--- config.mk ---
export PLATFORM = sky130hd
export DESIGN_NAME = isc_intr_ctrl
export DESIGN_NICKNAME = d
export VERILOG_FILES = /design/src/rtl/isc_pkg.sv /design/src/rtl/isc_bus_decode.sv /design/src/rtl/isc_mask_regs.sv /design/src/rtl/isc_status_bank.sv /design/src/rtl/isc_irq_out.sv /design/src/rtl/isc_intr_ctrl.sv
export SDC_FILE = /design/constraint.sdc
export NUM_CORES = 1
export LEC_CHECK = 0
export BUFFER_PORTS_ARGS = -buffer_cell sky130_fd_sc_hd__buf_2
export CAP_MARGIN = 10
export CORE_MARGIN = 2
export CORE_UTILIZATION = 44
export DETAILED_ROUTE_END_ITERATION = 8
export PLACE_DENSITY = 0.76
export SYNTH_ARGS = -nofsm -noshare
export SYNTH_HDL_FRONTEND = slang
export SYNTH_HIERARCHICAL = 1
export SYNTH_SLANG_ARGS = --single-unit
--- constraint.sdc ---
create_clock -name clk -period 1.2 [get_ports clk]
set_clock_uncertainty 0.1 [all_clocks]
set_input_delay 0.12 -clock clk [delete_from_list [all_inputs] [get_ports clk]]
set_output_delay 0.12 -clock clk [all_outputs]
set_load 0.02 [all_outputs]
--- src/rtl/isc_pkg.sv ---
package isc_pkg;
  localparam int ISC_ADDR_W = 4;

  localparam logic [ISC_ADDR_W-1:0] OFS_STATUS = 4'h0;
  localparam logic [ISC_ADDR_W-1:0] OFS_EN_SET = 4'h4;
  localparam logic [ISC_ADDR_W-1:0] OFS_EN_CLR = 4'h8;
  localparam logic [ISC_ADDR_W-1:0] OFS_AUTO   = 4'hC;

  typedef struct packed {
    logic st_w1c;
    logic en_set;
    logic en_clr;
    logic ac_wr;
  } isc_wr_strobe_t;
endpackage

--- src/rtl/isc_bus_decode.sv ---
module isc_bus_decode
  import isc_pkg::*;
(
  input  logic [ISC_ADDR_W-1:0] addr_i,
  input  logic                  wr_i,
  output isc_wr_strobe_t        stb_o
);
  always_comb begin
    stb_o        = '0;
    stb_o.st_w1c = wr_i && (addr_i == OFS_STATUS);
    stb_o.en_set = wr_i && (addr_i == OFS_EN_SET);
    stb_o.en_clr = wr_i && (addr_i == OFS_EN_CLR);
    stb_o.ac_wr  = wr_i && (addr_i == OFS_AUTO);
  end
endmodule

--- src/rtl/isc_mask_regs.sv ---
module isc_mask_regs #(
  parameter int NSRC = 12
) (
  input  logic            clk,
  input  logic            rst,
  input  logic            en_set_i,
  input  logic            en_clr_i,
  input  logic            ac_wr_i,
  input  logic [NSRC-1:0] wmask_i,
  output logic [NSRC-1:0] enable_o,
  output logic [NSRC-1:0] autoclr_o
);
  always_ff @(posedge clk) begin
    if (rst) begin
      enable_o  <= '0;
      autoclr_o <= '0;
    end else begin
      if (en_set_i)      enable_o <= enable_o | wmask_i;
      else if (en_clr_i) enable_o <= enable_o & ~wmask_i;
      if (ac_wr_i)       autoclr_o <= wmask_i;
    end
  end

  assert_en_set_R3: assert property (@(posedge clk) disable iff (rst)
    en_set_i |=> ((enable_o & $past(wmask_i)) == $past(wmask_i)));
  assert_en_clr_R4: assert property (@(posedge clk) disable iff (rst)
    en_clr_i |=> ((enable_o & $past(wmask_i)) == '0));
  assert_en_keep_R4: assert property (@(posedge clk) disable iff (rst)
    (en_set_i || en_clr_i) |=> ((enable_o & ~$past(wmask_i)) == ($past(enable_o) & ~$past(wmask_i))));
endmodule

--- src/rtl/isc_status_bank.sv ---
module isc_status_bank #(
  parameter int NSRC = 12
) (
  input  logic            clk,
  input  logic            rst,
  input  logic [NSRC-1:0] src_i,
  input  logic            w1c_i,
  input  logic [NSRC-1:0] wmask_i,
  input  logic [NSRC-1:0] take_i,
  input  logic [NSRC-1:0] autoclr_i,
  output logic [NSRC-1:0] status_o
);
  for (genvar b = 0; b < NSRC; b++) begin : g_bit
    logic clr_b;
    assign clr_b = (w1c_i && wmask_i[b]) || (take_i[b] && autoclr_i[b]);
    always_ff @(posedge clk) begin
      if (rst)         status_o[b] <= 1'b0;
      else if (src_i[b]) status_o[b] <= 1'b1;
      else if (clr_b)  status_o[b] <= 1'b0;
    end
  end

  assert_src_wins_R6: assert property (@(posedge clk) disable iff (rst)
    (src_i != '0) |=> ((status_o & $past(src_i)) == $past(src_i)));
  assert_w1c_R5: assert property (@(posedge clk) disable iff (rst)
    w1c_i |=> ((status_o & $past(wmask_i & ~src_i)) == '0));
  assert_autoclr_R7: assert property (@(posedge clk) disable iff (rst)
    ((take_i & autoclr_i) != '0) |=> ((status_o & $past(take_i & autoclr_i & ~src_i)) == '0));
endmodule

--- src/rtl/isc_irq_out.sv ---
module isc_irq_out #(
  parameter int NSRC = 12
) (
  input  logic            clk,
  input  logic            rst,
  input  logic [NSRC-1:0] status_i,
  input  logic [NSRC-1:0] enable_i,
  output logic            irq_o
);
  always_ff @(posedge clk) begin
    if (rst) irq_o <= 1'b0;
    else     irq_o <= |(status_i & enable_i);
  end
endmodule

--- src/rtl/isc_intr_ctrl.sv ---
module isc_intr_ctrl
  import isc_pkg::*;
#(
  parameter int NUM_DB  = 4,
  parameter int NUM_DMA = 8,
  parameter int DATA_W  = 32
) (
  input  logic                  clk,
  input  logic                  rst,
  input  logic [ISC_ADDR_W-1:0] addr_i,
  input  logic                  wr_i,
  input  logic                  rd_i,
  input  logic [DATA_W-1:0]     wdata_i,
  output logic [DATA_W-1:0]     rdata_o,
  input  logic [NUM_DB-1:0]     db_src_i,
  input  logic [NUM_DMA-1:0]    dma_src_i,
  input  logic [NUM_DB+NUM_DMA-1:0] take_i,
  output logic                  irq_o
);
  localparam int NSRC = NUM_DB + NUM_DMA;

  isc_wr_strobe_t  stb;
  logic [NSRC-1:0] wmask, src_vec, status_q, en_q, ac_q;
  logic            unused_hi;

  assign wmask     = wdata_i[NSRC-1:0];
  assign unused_hi = ^wdata_i[DATA_W-1:NSRC];
  assign src_vec   = {dma_src_i, db_src_i};

  isc_bus_decode u_dec (
    .addr_i (addr_i),
    .wr_i   (wr_i),
    .stb_o  (stb)
  );

  isc_mask_regs #(.NSRC(NSRC)) u_masks (
    .clk       (clk),
    .rst       (rst),
    .en_set_i  (stb.en_set),
    .en_clr_i  (stb.en_clr),
    .ac_wr_i   (stb.ac_wr),
    .wmask_i   (wmask),
    .enable_o  (en_q),
    .autoclr_o (ac_q)
  );

  isc_status_bank #(.NSRC(NSRC)) u_status (
    .clk       (clk),
    .rst       (rst),
    .src_i     (src_vec),
    .w1c_i     (stb.st_w1c),
    .wmask_i   (wmask),
    .take_i    (take_i),
    .autoclr_i (ac_q),
    .status_o  (status_q)
  );

  isc_irq_out #(.NSRC(NSRC)) u_irq (
    .clk      (clk),
    .rst      (rst),
    .status_i (status_q),
    .enable_i (en_q),
    .irq_o    (irq_o)
  );

  always_ff @(posedge clk) begin
    if (rst) begin
      rdata_o <= '0;
    end else if (rd_i) begin
      rdata_o <= '0;
      case (addr_i)
        OFS_STATUS: rdata_o[NSRC-1:0] <= status_q;
        OFS_EN_SET: rdata_o[NSRC-1:0] <= en_q;
        OFS_AUTO:   rdata_o[NSRC-1:0] <= ac_q;
        default:    rdata_o <= '0;
      endcase
    end
  end

  assert_upper_zero_R2: assert property (@(posedge clk) disable iff (rst)
    rdata_o[DATA_W-1:NSRC] == '0);
  assert_irq_rise_R8: assert property (@(posedge clk) disable iff (rst)
    $rose(irq_o) |-> $past((status_q & en_q) != '0));
  assert_rdata_hold_R9: assert property (@(posedge clk) disable iff (rst)
    !rd_i |=> $stable(rdata_o));
endmodule

==> results of run 1 <==
[metrics by stage]
| step | hold WS [ns] | TNS, ns | total power [mW] | worst slack [ns] |
|---|---|---|---|---|
| after floorplan | 0.0891 | -0.959 | 2.00 | -0.0890 |
| after global placement | 0.269 | -7.66 | 2.13 | -0.291 |
| after detailed placement | 0.274 | -8.60 | 2.14 | -0.313 |
| after CTS | 0.00251 | 0 | 3.28 | 0.0254 |
| after global routing | 0.00313 | -0.0326 | 3.41 | -0.0207 |
| final | 0.0115 | 0 | 3.25 | 0.0218 |
[worst reg2reg max path: stages, from the launching register on]
cell                       delay, ns
sky130_fd_sc_hd__dfxtp_2        0.33
sky130_fd_sc_hd__or3b_4         0.37
sky130_fd_sc_hd__a211oi_2       0.19
sky130_fd_sc_hd__a221o_1        0.14
[cell families (layout without fill, tap and decap cells)]
family,count (synthesis),in the layout,share of synthesized area
compound gates,79,79,0.255
simple gates,63,63,0.149
flops,49,49,0.391
buf+inv,33,105,0.105
mux,21,21,0.0988
other cells,1,20,0.00149
[cell type report]
class	instances	area, µm²
well taps	72	90.1
clock buffers	5	68.8
repair buffers	97	641
multi-input cells	183	1360
clock inverters	2	35.0
fillers	489	2320
inverters	1	3.75
flip-flops and latches	49	985
[worst paths after layout]
kind	startpoint	end	cells past startpoint
setup / recovery	u_status/status_o[10]	rdata_o[10]	3
setup reg to reg	u_status/status_o[10]	rdata_o[10]	3
hold reg to reg	rdata_o[6]	rdata_o[6]	2
hold / removal	wdata_i[5]	flop	3
[report_power, final]
group	internal, mW	switching (mW)
Clock	0.606	0.501
Sequential	1.67	0.0339
Combinational	0.216	0.226
Total	2.49	0.761
[layout by cell type (no fill, tap or decap), types with 2 or more instances in the layout]
| cell type | n |
|---|---|
| sky130_fd_sc_hd__a21oi_1 | 10 |
| sky130_fd_sc_hd__conb_1 | 20 |
| sky130_fd_sc_hd__a221o_1 | 3 |
| sky130_fd_sc_hd__or3b_4 | 3 |
| sky130_fd_sc_hd__a21bo_2 | 12 |
| sky130_fd_sc_hd__nand3_1 | 3 |
| sky130_fd_sc_hd__nor2_1 | 13 |
| sky130_fd_sc_hd__nand3b_1 | 12 |
| sky130_fd_sc_hd__dlygate4sd3_1 | 16 |
| sky130_fd_sc_hd__mux2_1 | 2 |
| sky130_fd_sc_hd__a221oi_2 | 3 |
| sky130_fd_sc_hd__dfxtp_1 | 46 |
| sky130_fd_sc_hd__buf_2 | 56 |
| sky130_fd_sc_hd__o21ai_1 | 9 |
| sky130_fd_sc_hd__nand2_1 | 21 |
| sky130_fd_sc_hd__dfxtp_2 | 3 |
| sky130_fd_sc_hd__o211a_1 | 12 |
| sky130_fd_sc_hd__buf_4 | 24 |
| sky130_fd_sc_hd__and4b_1 | 2 |
| sky130_fd_sc_hd__clkbuf_8 | 5 |
| sky130_fd_sc_hd__a21oi_2 | 2 |
| sky130_fd_sc_hd__a21boi_0 | 12 |
| sky130_fd_sc_hd__a211oi_2 | 3 |
| sky130_fd_sc_hd__a22o_1 | 3 |
| sky130_fd_sc_hd__mux2i_1 | 12 |
| sky130_fd_sc_hd__mux2_4 | 7 |
| sky130_fd_sc_hd__a22oi_1 | 9 |
[layer usage]
metal / up-vias / wire, µm
li1: 1050 / -
met1: 988 / 2470
met2: 65 / 2930
met3: 6 / 321
met4: 0 / 81
met5: - / 0
[what timing repair did]
| action | CTS | global route |
|---|---|---|
| setup buffers | 0 | 0 |
| setup endpoints to repair | 6 | 2 |
| pin swaps | 5 | 0 |
| hold buffers | 16 | 0 |
| endpoints found under the hold margin | 16 | 0 |
| gates resized for setup | 10 | 0 |
==> impl_results.rst, run 1 <==
.. list-table::
   :header-rows: 1

   * - Metric
     - Value
   * - Dpl hpwl
     - 4.31 mm
   * - Max Clock Freq
     - 849 MHz
   * - Cell Count Post-Placement
     - 388
   * - Total routed wirelength
     - ~5.8 mm
   * - Synthesis-stage register bit count
     - between 40 and 50
   * - Worst Path Class, Setup
     - reg -> reg
   * - Vias
     - about 2,100
   * - Setup slack on the worst flop-to-flop path
     - about 0.022 ns
   * - Synthesized area
     - 2510 µm²
   * - Max cap viols
     - 0
   * - Share of the core filled with cells
     - 0.578
   * - Share of the yosys chip area belonging to registers
     - 0.391
   * - Maximum fanout encountered on the critical timing path
     - 2
   * - Wirelength per Cell
     - roughly 14 µm
   * - Pins Over Slew Limit
     - 0
   * - Post-Syn Area per Cell
     - 10.2 µm²
   * - Number of enable flip-flop cells after synthesis
     - 0
   * - Async set-reset flop share out of synthesis
     - 0
   * - Number of distinct standard cells referenced by the synthesized netlist
     - 37
   * - Most area-hungry cell type in the Yosys netlist
     - sky130_fd_sc_hd__dfxtp_1
   * - Run status
     - finished clean
   * - Antenna violations before repair
     - 0
   * - Count of buffer and inverter cells on the critical path
     - 0
   * - Number of optimization iterations in the first detailed-route pass
     - 5
   * - Final RePlAce weighted congestion
     - 0.809
   * - Chip Width
     - 79.5 µm
   * - Root buffer cell
     - sky130_fd_sc_hd__clkbuf_8
   * - Worst endpoint required time
     - 1.33 ns
   * - Number of failing setup endpoints in the final timing report
     - 0
   * - Sink Count
     - a little under 50
   * - Number of standard-cell rows in the floorplan
     - 27
   * - Layout cell share with drive strength beyond 1
     - 0.377
   * - Mapped Cells
     - 246
   * - Clock tree from TritonCTS
     - done
   * - HP Class
     - in -> reg
   * - Cells taking the most area after synthesis
     - sky130_fd_sc_hd__dfxtp_1 39%, sky130_fd_sc_hd__buf_4 6.3%, sky130_fd_sc_hd__a21bo_2 4.8%, sky130_fd_sc_hd__mux2i_1 4.8%, sky130_fd_sc_hd__o211a_1 4.8%
   * - Core box area
     - 5510 µm²
   * - GR Layer Usage met3
     - 0.0430
   * - Power density cells
     - between 1000 and 1500 nW/µm²
   * - Ys flop type
     - sky130_fd_sc_hd__dfxtp_1
   * - Placed inst area
     - 2910 µm²
   * - Static power due to leakage
     - ~1.4 nW
   * - Global Route Usage Sum
     - 0.188
   * - Growth of design area from synthesis to finish
     - 26.9%
   * - Clock-pin slew on the worst setup and hold paths
     - 0.08 ns
   * - Endpoint kind of the worst setup timing path
     - flop
   * - 1st-iter DRT viols
     - 78
   * - Final worst-path cycle share
     - 0.982
   * - Dominant cell by count in the synthesized netlist
     - sky130_fd_sc_hd__dfxtp_1
   * - Layer with the highest usage
     - met2
   * - Area share of the leading cell type in the synthesized netlist
     - 0.391
   * - WP data arrival
     - about 1.3 ns
   * - Cell type group with the largest total delay on the critical path
     - simple AND/OR/NAND/NOR gates
   * - Per-cell via count in the routed design
     - 5.16
   * - List of cells traversed by the critical path
     - or3b_4, a211oi_2, a221o_1
   * - Largest net degree at the start of global routing
     - 28
   * - TritonCTS Buffers
     - 5
   * - Global routing met2 resource utilization
     - 0.340
   * - Final critical-path required period
     - about 1.2 ns
   * - GRT Residual Overflow
     - 0
   * - Remaining routing DRC violations
     - 0
   * - Antenna viol nets, final
     - 0
   * - Layout Cell Area excl Fill
     - 3180 µm²
   * - Number of port buffers
     - 56
   * - DIE AREA
     - 6320 µm²
   * - Yosys warns
     - 6
   * - Latest clock arrival within the worst-skew pair
     - between 0.2 and 0.3 ns
   * - Number of placed I/O pins
     - 97
   * - Crit path launch type
     - flop
   * - Leading post-synthesis cells by instance count
     - 49 x sky130_fd_sc_hd__dfxtp_1, 21 x sky130_fd_sc_hd__buf_4, 21 x sky130_fd_sc_hd__nand2_1
   * - Starting density of the core
     - 0.456
   * - Clk buf depth
     - 2
   * - Global routing usage on met1
     - 0.215
   * - Worst VDD drop
     - 599 µV
   * - Number of failing hold endpoints at the final stage
     - 0
   * - Number of nets in the layout
     - 401
   * - Non-filler instance count after layout
     - 409
   * - Slowest stage delay, CP
     - 0.37 ns
   * - Global-route wire length before repair
     - 9.29 mm
   * - CTS H-tree depth
     - 2
   * - Vias in the first global route
     - 2,023
   * - Vert. Die Dim
     - 79.5 µm
   * - Setup repair after global routing missed its margin
     - true
   * - Slowest cell on crit path
     - sky130_fd_sc_hd__or3b_4
   * - Final antenna diode count
     - 0
Power figures use the tool's default switching activity.
==> inputs of run 2 (changes only) <==
- ABC_AREA: unset -> 1
- CORE_UTILIZATION: 44 -> 45
==> run 2 against run 1 <==
Via count grew 22%. Combinational power grew 18%. Die area rose by 4.9%. Count of clock-buffer cells in the layout stayed put. Clock power rose by 25%. Largest power group unchanged.
==> impl_results.rst, run 2 <==
.. list-table::
   :header-rows: 1

   * - Metric
     - Value
   * - Ys flop type
     - sky130_fd_sc_hd__dfxtp_1
   * - Remaining routing DRC violations
     - 0 (unchanged)
   * - TritonCTS Buffers
     - 5 (unchanged)
   * - Latest clock arrival within the worst-skew pair
     - 0.30 ns (about the same)
   * - Dpl hpwl
     - 4.58 mm (+6.3%)
   * - Final RePlAce weighted congestion
     - 0.855 (+5.6%)
   * - 1st-iter DRT viols
     - 164 (+110%)
   * - Slowest cell on crit path
     - sky130_fd_sc_hd__dfxtp_1
   * - Clock tree from TritonCTS
     - done
   * - Wirelength per Cell
     - 12.4 µm (-12%)
   * - Number of placed I/O pins
     - 97 (unchanged)
   * - Leading cell type in the layout, fill and taps excluded
     - sky130_fd_sc_hd__nand2_1
   * - Antenna viol nets, final
     - 0 (unchanged)
   * - Maximum fanout encountered on the critical timing path
     - 2 (unchanged)
   * - Clk buf depth
     - 2 (unchanged)
   * - Antenna violations before repair
     - 0 (unchanged)
   * - Starting density of the core
     - 0.461 (+0.00550)
   * - Area of combinational cells with multiple inputs
     - 1410 µm² (+3.6%)
   * - Area share of the leading cell type in the synthesized netlist
     - 0.364 (-0.0274)
   * - Number of failing setup endpoints in the final timing report
     - 0 (unchanged)
   * - Sink Count
     - 49 (unchanged)
   * - Post-Syn Area per Cell
     - 7.51 µm² (-26%)
   * - Net load switching power
     - 0.894 mW (+18%)
   * - FF+latch area
     - 981 µm² (-0.38%)
   * - Final worst-path cycle share
     - 0.863 (-0.119)
   * - Most area-hungry cell type in the Yosys netlist
     - sky130_fd_sc_hd__dfxtp_1
   * - Yosys warns
     - 6 (unchanged)
   * - Number of standard-cell rows in the floorplan
     - 28 (+3.7%)
   * - Number of distinct standard cells referenced by the synthesized netlist
     - 18 (-51%)
   * - Share of the yosys chip area belonging to registers
     - 0.364 (-0.0274)
   * - Non-filler instance count after layout
     - 528 (+29%)
   * - Leading post-synthesis cells by instance count
     - 112 x sky130_fd_sc_hd__nand2_1, 49 x sky130_fd_sc_hd__dfxtp_1, 46 x sky130_fd_sc_hd__nand3_1
   * - Number of failing hold endpoints at the final stage
     - 0 (unchanged)
   * - Vert. Die Dim
     - 81.4 µm (+2.4%)
   * - Dominant cell by count in the synthesized netlist
     - sky130_fd_sc_hd__nand2_1
   * - Setup repair after global routing missed its margin
     - false
   * - Layout cell share with drive strength beyond 1
     - 0.329 (-0.0479)
   * - Root buffer cell
     - sky130_fd_sc_hd__clkbuf_8
   * - Global Route Usage Sum
     - 0.204 (+0.0162)
   * - Number of nets in the layout
     - 516 (+29%)
   * - Relative contribution of combinational cells to total power
     - 0.144 (+0.008)
   * - Cell Count Post-Placement
     - 487 (+26%)
   * - WP data arrival
     - 0.82 ns (-0.49 ns)
   * - Count of buffer and inverter cells on the critical path
     - 1 (+1)
   * - GRT Residual Overflow
     - 0 (unchanged)
   * - Chip Width
     - 81.4 µm (+2.4%)
   * - Static power due to leakage
     - 1.47 nW (+4.8%)
   * - Internal power
     - 2.73 mW (+9.5%)
   * - Crit path launch type
     - flop
   * - Mapped Cells
     - 359 (+46%)
   * - Async set-reset flop share out of synthesis
     - 0 (unchanged)
   * - Max cap viols
     - 0 (unchanged)
   * - Final total negative setup slack
     - 0 ns (unchanged)
   * - Synthesis-stage register bit count
     - 49 (unchanged)
   * - Worst endpoint required time
     - 0.98 ns (-0.35 ns)
   * - Total routed wirelength
     - 6.57 mm (+13%)
   * - Synthesized area
     - 2700 µm² (+7.5%)
   * - Portion of total power attributed to sequential cells
     - 0.472 (-0.052)
   * - Core box area
     - 5850 µm² (+6.2%)
   * - Largest net degree at the start of global routing
     - 37 (+32%)
   * - Global-route wire length before repair
     - 10.5 mm (+13%)
   * - Commonest cells after routing, fill and taps aside
     - 112 x sky130_fd_sc_hd__nand2_1, 56 x sky130_fd_sc_hd__buf_2, 49 x sky130_fd_sc_hd__dfxtp_1
   * - Final antenna diode count
     - 0 (unchanged)
   * - CTS H-tree depth
     - 2 (unchanged)
   * - Clock network power share
     - 0.384 (+0.044)
   * - Vias in the first global route
     - 2,362 (+17%)
   * - Endpoint kind of the worst setup timing path
     - output pin
   * - Pins Over Slew Limit
     - 0 (unchanged)
   * - Worst VDD drop
     - 557 µV (-7.1%)
   * - Power Total
     - 3.62 mW (+11%)
   * - Vias
     - 2,581 (+22%)
   * - Sw Share
     - 0.247 (+0.0129)
   * - DIE AREA
     - 6630 µm² (+4.9%)
   * - Number of port buffers
     - 56 (unchanged)
   * - Per-cell via count in the routed design
     - 4.89 (-5.2%)
   * - Clock-pin slew on the worst setup and hold paths
     - 0.09 ns (about the same)
   * - Run status
     - finished clean
   * - Growth of design area from synthesis to finish
     - 29.0%
   * - Number of enable flip-flop cells after synthesis
     - 0 (unchanged)
   * - List of cells traversed by the critical path
     - buf_2
   * - Power density cells
     - 1040 nW/µm² (+1.9%)
   * - Slowest stage delay, CP
     - 0.35 ns (-0.02 ns)
   * - Final critical-path required period
     - 1.04 ns (-0.143 ns)
   * - Number of optimization iterations in the first detailed-route pass
     - 4 (-1)
   * - Fill count
     - 511 (+4.5%)
   * - Worst Path Class, Setup
     - reg -> out
   * - Number of buffers inserted by post-CTS setup repair
     - 0 (unchanged)
   * - HP Class
     - in -> reg
   * - Cells taking the most area after synthesis
     - sky130_fd_sc_hd__dfxtp_1 36%, sky130_fd_sc_hd__nand2_1 16%, sky130_fd_sc_hd__a21oi_2 9.7%, sky130_fd_sc_hd__nand3_1 8.5%, sky130_fd_sc_hd__buf_4 6.4%
   * - Max Clock Freq
     - 966 MHz (+14%)
   * - Cell type group with the largest total delay on the critical path
     - flip-flops
==> run 2: kinds of logic (layout without fill, tap and decap cells) <==
kind of cell	count (synthesis)	in the layout	synth area share
AO/OA/AOI/OAI	48	48	0.131
buffers and inverters	57	132	0.140
flip-flops	49	49	0.364
other	1	20	0.00139
AND/OR/NAND/NOR	204	204	0.364
==> run 2: layout make-up <==
class | count | share of cell area
inverter | 20 | 0.0216
sequential | 49 | 0.282
tap | 75 | 0.0270
clock buffer | 5 | 0.0198
multi-input combinational | 272 | 0.405
timing repair buffer | 104 | 0.226
clock inverter | 3 | 0.0187
==> run 2: timing repair <==
item                      4_1_cts  5_1_grt
gates resized for setup         0        0
hold endpoints to repair       21        1
hold buffers                   32        1
==> run 2: through the flow <==
stage	cell area (µm²)	hold WS, ns	setup slack, ns	utilization
after floorplan	2770	0.0824	0.164	-
after global routing	3480	0.0155	0.111	0.595
after detailed placement	3020	0.268	-0.0462	0.515
after global placement	3020	0.264	0.00818	0.515
final	3480	0.0181	0.165	0.595
after CTS	3470	0.00508	0.151	0.593
==> run 2: final timing paths <==
check,slack [ns],end,cells past startpoint,start
hold / removal,0.02,flop,3,wdata_i[1]
setup / recovery,0.16,rdata_o[11],1,rdata_o[11]
hold reg to reg,0.37,rdata_o[8],2,rdata_o[8]
setup reg to reg,0.21,u_irq/irq_o,6,u_status/status_o[2]
==> run 2: layer usage <==
layer  GRT usage  wire length (µm)  share of wire
met1       0.242              2760           0.42
met2       0.358              3230           0.49
met3      0.0418               476          0.072
met4      0.0831               108          0.016
met5           0                 0              0
==> run 2: worst min-delay path, cell delays in order <==
cell	delay, ns
sky130_fd_sc_hd__buf_2	0.13
sky130_fd_sc_hd__nand2_1	0.06
sky130_fd_sc_hd__a21oi_1	0.06
==> run 2: power by group through the flow <==
stage                     logic (mW)  clock network, mW  registers (mW)
after floorplan                0.311                  0            1.74
after global placement         0.426                  0            1.75
after detailed placement       0.434                  0            1.75
after CTS                      0.515               1.41            1.71
after global routing           0.567               1.47            1.72
final                          0.521               1.39            1.71
